--- config.mk ---
export PLATFORM = sky130hd
export DESIGN_NAME = cfg_chain_loader
export DESIGN_NICKNAME = d
export VERILOG_FILES = /design/src/rtl/cfg_chain_loader.sv
export SDC_FILE = /design/constraint.sdc
export NUM_CORES = 1
export LEC_CHECK = 0
export CAP_MARGIN = 20
export CELL_PAD_IN_SITES_DETAIL_PLACEMENT = 0
export CELL_PAD_IN_SITES_GLOBAL_PLACEMENT = 1
export CORE_MARGIN = 3
export CORE_UTILIZATION = 40
export DETAILED_ROUTE_END_ITERATION = 10
export PLACE_DENSITY_LB_ADDON = 0.1
export SLEW_MARGIN = 20
export SYNTH_ARGS = -nofsm -noshare
export SYNTH_HDL_FRONTEND = slang
export SYNTH_SLANG_ARGS = --single-unit
--- constraint.sdc ---
create_clock -name sclk -period 2.2 [get_ports sclk]
set_clock_uncertainty 0.1 [all_clocks]
set_input_delay 0.55 -clock sclk [delete_from_list [all_inputs] [get_ports sclk]]
set_output_delay 0.55 -clock sclk [all_outputs]
set_load 0.1 [all_outputs]
--- src/rtl/cfg_chain_loader.sv ---
module cfg_chain_loader #(
  parameter int CFG_BITS = 64,
  localparam int CNT_W = $clog2(CFG_BITS + 1)
) (
  input  logic                sclk,
  input  logic                rst_n,
  input  logic                sdata,
  input  logic                sen_in_n,
  input  logic                sel_req,
  output logic                sen_out_n,
  output logic                prog_done,
  output logic                sel_accept,
  output logic [CFG_BITS-1:0] cfg_word
);

  logic [CNT_W-1:0] bit_cnt;
  logic             take_bit;

  assign prog_done  = (bit_cnt == CNT_W'(CFG_BITS));
  assign take_bit   = !prog_done && !sen_in_n;
  assign sen_out_n  = prog_done ? sen_in_n : 1'b1;
  assign sel_accept = sel_req && prog_done && !sen_out_n;

  always_ff @(posedge sclk or negedge rst_n) begin
    if (!rst_n) begin
      bit_cnt  <= '0;
      cfg_word <= '0;
    end else if (take_bit) begin
      bit_cnt  <= bit_cnt + CNT_W'(1);
      cfg_word <= {cfg_word[CFG_BITS-2:0], sdata};
    end
  end

  a_r2_hold_when_idle: assert property (@(posedge sclk) disable iff (!rst_n)
    sen_in_n |=> $stable(cfg_word));

  a_r3_shift_in: assert property (@(posedge sclk) disable iff (!rst_n)
    (!prog_done && !sen_in_n) |=> cfg_word[CFG_BITS-1:1] == $past(cfg_word[CFG_BITS-2:0]));

  a_r4_count_step: assert property (@(posedge sclk) disable iff (!rst_n)
    (!prog_done && !sen_in_n) |=> bit_cnt == $past(bit_cnt) + CNT_W'(1));

  a_r5_blocked: assert property (@(posedge sclk) disable iff (!rst_n)
    !prog_done |-> sen_out_n);

  a_r7_frozen: assert property (@(posedge sclk) disable iff (!rst_n)
    prog_done |=> prog_done && $stable(cfg_word));

  a_r8_gate: assert property (@(posedge sclk) disable iff (!rst_n)
    sel_accept |-> (prog_done && !sen_out_n && sel_req));

endmodule

# Word-level counts from Yosys, hierarchy flattened
# Cells that the tools add are included.
# op_classes
add_sub_neg	1
mul	0
n_div	0
n_lt_le_gt_ge	0
n_eq_ne	1
n_shift	0
n_mux	1
bitwise	0
reduce_logical	6
# ops
cell	count
$add A7 B1 Y7 const B	1
$eq A7 B7 Y1 const B	1
$logic_and A1 B1 Y1	3
$logic_not A1 Y1	3
$mux W1	1
# word_totals
register_bits	71
latch_bits	0
ramBits	0
romBits	0
inputBits	5
output_inout_bits	67
wordCells	11
n_memories	0

# Depth between registers and ports, before layout
# depth
depth_word	4
depth_mapped	7
depth_no_buf	5

# Worst setup path after synthesis
# Ideal clock, no wire load.
# synth_timing
kind	register to output
start	reg bit_cnt[2]
end	out sel_accept
arrival_ps	3110
required_time_ps	1550
setup_slack_ps	-1560
stages_incl_launch_ff	4
path_buffers	0
path_cell_list	dfrtp_1 -> or4_4 -> or3_1 -> nor2_1
# synth_between
elab_chain_len	4
word_cells_on_any_way	5
cone_classes	1 x eq/ne; 1 x mux; 3 x reduce/logical
# synth_lines
item	line	rtl
from (decl)	16	logic [CNT_W-1:0] bit_cnt;
from (signal assigned)	29	bit_cnt <= bit_cnt + CNT_W'(1);
$eq A7 B7 Y1	19	assign prog_done = (bit_cnt == CNT_W'(CFG_BITS));
$mux W1	21	assign sen_out_n = prog_done ? sen_in_n : 1'b1;
via sen_out_n	10	output logic sen_out_n,
$logic_not A1 Y1	22	assign sel_accept = sel_req && prog_done && !sen_out_n;
$logic_and A1 B1 Y1	22	
to (decl)	12	output logic sel_accept,
# The timed path passes the listed nets, and every way through them passes these cells.

# Final worst setup path
# layout_timing
start	reg bit_cnt[2]
end	out sel_accept
# layout_between
elab_chain_len	4
word_cells_on_any_way	5
cone_classes	1 x eq/ne; 1 x mux; 3 x reduce/logical
# layout_lines
item	line
$eq A7 B7 Y1 *	19
$mux W1	21
$logic_not A1 Y1	22
$logic_and A1 B1 Y1 *	22
# Every way passes the cells marked *; elsewhere a longest branch is shown, timed or not.

==> results summary <==
The count of antenna-violating nets left after detailed routing is 0. Once routing completed, OpenROAD measured the worst setup slack at -393 ps. After floorplanning, the core was sized to cover between 6000 and 7000 sq um. Along the worst path, the maximum fanout reaches 2. Cells fill around 62% of the core in the end.

The H-tree depth is 3. The average wire per cell in the routed design came out at ~17 um. The startpoint class of the critical path is a register. The worst setup path is captured at a primary output. The root buffer cell is clkbuf_8. The total routing usage reported by global routing is 13.7%.

With fillers left out, the area of the finished cells amounts to about 4300 sq um. The first detailed-routing pass took 3 iterations. Based on the critical path, the design can be clocked at up to approximately 0.39 GHz. The met3 wirelength from detailed routing is 281 um. The layout net count came out at ~280. The clock edge transition at the registers on the reported setup and hold paths came out at approximately 80 ps.

The number of cells after detailed placement came out at approximately 340. The cell area after technology mapping came out at slightly below 3000 sq um. The sum of routed wire length over all layers is roughly 6200 um. In the final routing, the length of wire on met1 measures 2740 um.

In this run the tightest slew margin relative to its limit is about 75%. The reg-to-reg setup timing slack is -200 ps. After layout, the design draws a total of about 6.1 mW. The synthesized area per cell came out at between 15 and 20 sq um. The switching part of the total is 45.9%. The vias after detailed routing came out at roughly 1.7k.

The share of the clock period used by the worst path came out at 118%. For the pin with the worst max-slew slack, the measured transition is 382 ps. The post-place instance area came out at around 3700 sq um. Setup violations remaining at the end of the flow were counted as just under 70. After floorplanning, the core was divided into 30 placement rows.

The final critical delay including setup and external delays came out at roughly 2600 ps. The clock network accounts for about a fifth of the total power. The number of pins with negative max-slew slack in the final report came to 0.

Combinational logic is responsible for approximately 49% of the overall power. The number of antenna violations at the first check in global routing is 0. The largest net degree at the start of global routing came out at 72. Dividing total power by cell area gives a power density of ~1400 nW/um^2.

The later pin in the worst-skew pair is clocked with a latency of 330 ps. Setup total negative slack on the finished layout was measured at -11180 ps. The sum of overflow across all layers after global routing is 0. The total clock sinks came out at 71. By startpoint and endpoint, the worst setup path is classified as register to primary output. After synthesis, the netlist uses 20 different library cells. The post-route non-filler standard cell count came out at 371. The Yosys step of the flow raised 0 warnings. The floorplan step set the die width to a little over 90 um. The number of global-route vias before repair came to between 1.5k and 2k. In this run the worst setup path begins at bit_cnt[2]$_DFFE_PN0P_.

The terminus of the critical flop-to-flop path is cfg_word[4]$_DFFE_PN0P_. At the worst endpoint, the required time is ~1600 ps. The most critical setup path has its endpoint at sel_accept. At the end of routability-driven placement, the weighted congestion stood at roughly 0.73. In this run, post-CTS hold repair placed 0 buffers.

The flow ran to the end, but the final reports show violations. Before CTS, the worst setup slack after placement is -176 ps. The final reports fail on setup timing. The post-route netlist has approximately 66% of its cells at a drive strength greater than 1. The top-level port count came out at 72. Once the floorplan was initialized, standard cells occupied 42.0% of the core. For this run, design rule violations remaining after detail routing come to 0. The first-pass GRT wire length is about 9000 um. Counting the buffers created by CTS gives 9.

The number of nets in the synthesized netlist came out at about 170. The path type of the worst min-delay path is primary input to asynchronous set/reset pin. After detailed routing, no signal wire sits above met4. The count of buffers added on input and output ports is slightly above 70.

The floorplan step defined a die boundary enclosing 8340 sq um. In this run the critical register-to-register path is launched from bit_cnt[2]$_DFFE_PN0P_. The total of max-cap violations came out at 0.

Setup repair after global routing could not meet its margin everywhere. After detailed routing, the number of vias per cell comes to 4.70. The number of fill cells came out at between 500 and 600. Data on the critical path arrives at its endpoint at slightly below 2000 ps. The number of cells on the worst reg-to-reg path is 8. The met2 wire length is about 3100 um. After technology mapping, the gate count stands at 167. The placed wire-length estimate after detailed placement is roughly 3500 um. In this run, the number of DRC markers left after iteration 0 of detailed routing was between 40 and 50. The floorplan step set the die height to 91.4 um.

The switching power of the nets came out at around 2.8 mW. The synthesis-to-finish area growth came out at 46.8%. VDD sags by at most around 1.5 mV. The number of hold violations in the final report came to 0. The hold slack is roughly 120 ps. The longest clock path from root to sink contains 2 buffers. The sequential share of the synthesized area is approximately three fifths. After synthesis the netlist holds a flip-flop and latch count of 71. The leakage power of the design is approximately 2.2 nW. The number of antenna diodes in the final layout is 0. The internal cell power came out at ~3.3 mW. The CTS tree is yes.

Sequential cells account for between 30% and 40% of the total power.
-- cell type report --
cell class / count / area, sq um / area share, %
well taps: 96 / 120 / 2.81
flip-flops and latches: 71 / 1780 / 41.5
multi-input cells: 87 / 1090 / 25.4
clock buffers: 11 / 151 / 3.54
repair buffers: 98 / 1030 / 24.0
clock inverters: 5 / 104 / 2.43
inverters: 3 / 11.3 / 0.263
-- critical path, stage by stage (launching register included) --
cell and delay (ps):
dfrtp_1 380, or4_4 540, or3_4 380, nor2_4 140, buf_12 180
-- cells in the final DEF (no fill, tap or decap), drive strengths merged --
cell / instances
dfrtp: 71
bufinv: 3
mux2: 65
clkdlybuf4s50: 3
nor2b: 1
o21ba: 2
clkinv: 2
inv: 3
xnor2: 5
o21ai: 1
and4b: 1
clkbuf: 17
nand2: 1
ha: 2
nand3: 3
or4: 1
buf: 89
nor2: 2
nand4b: 1
mux2i: 1
or3: 1
-- power by group through the flow --
stage | Clock [mW] | Combinational, mW | Sequential (mW)
6_report | 1.30 | 2.97 | 1.86
5_1_grt | 1.39 | 3.07 | 1.90
4_1_cts | 1.33 | 2.89 | 1.86
3_5_place_dp | 0 | 2.84 | 1.86
3_3_place_gp | 0 | 2.82 | 1.85
2_1_floorplan | 0 | 0.553 | 3.50
-- repair_timing --
action / 4_1_cts / 5_1_grt
resized for setup: 2 / 4
endpoints found under the setup margin: 3 / 68
pin swaps: 1 / 1
endpoints found under the hold margin: 0 / 0
cloned: 0 / 11
setup buffers: 3 / 4
-- sequential cells by signal, indices dropped and copies added (netlist names) --
name      flops
cfg_word     64
bit_cnt       7
-- synthesized netlist by cell type, drive strengths merged --
master / instances / share of area (%)
nor2: 2 / 0.26
nor2b: 1 / 0.21
or4: 1 / 0.39
nand4b: 1 / 0.30
nand2: 1 / 0.13
ha: 2 / 0.86
xnor2: 5 / 1.5
mux2: 65 / 30
o21ba: 1 / 0.34
and4b: 1 / 0.34
o21ai: 1 / 0.17
or3: 1 / 0.21
inv: 3 / 0.39
dfrtp: 71 / 61
nand3: 3 / 0.52
buf: 7 / 2.8
mux2i: 1 / 0.34
-- per-layer routing --
metal | vias to the layer above | track usage [%]
met3 | 9 | 3.40
met4 | 0 | 7.16
met2 | 54 | 21.1
met5 | - | 0
li1 | 792 | -
met1 | 889 | 17.8
-- worst min path at each step --
| stage | startpoint | to | slack (ps) | cells after the start |
|---|---|---|---|---|
| finish | rst_n | bit_cnt[2]$_DFFE_PN0P_ | 120 | 2 |
| global route | rst_n | bit_cnt[2]$_DFFE_PN0P_ | 130 | 2 |
| CTS | rst_n | cfg_word[41]$_DFFE_PN0P_ | 140 | 2 |
| detailed placement | bit_cnt[6]$_DFFE_PN0P_ | bit_cnt[6]$_DFFE_PN0P_ | 360 | 1 |
| global placement | bit_cnt[6]$_DFFE_PN0P_ | bit_cnt[6]$_DFFE_PN0P_ | 360 | 1 |
| floorplan | rst_n | bit_cnt[0]$_DFFE_PN0P_ | 150 | 0 |
-- logic make-up after synthesis --
kind of cell	after synthesis	share of synthesized area (%)
compound gates	2	0.515
xor+xnor	5	1.50
mux	66	30.6
buf+inv	10	3.18
fa+ha+maj	2	0.859
flops	71	61.0
simple gates	11	2.36
(Power assumes the default switching activity.)
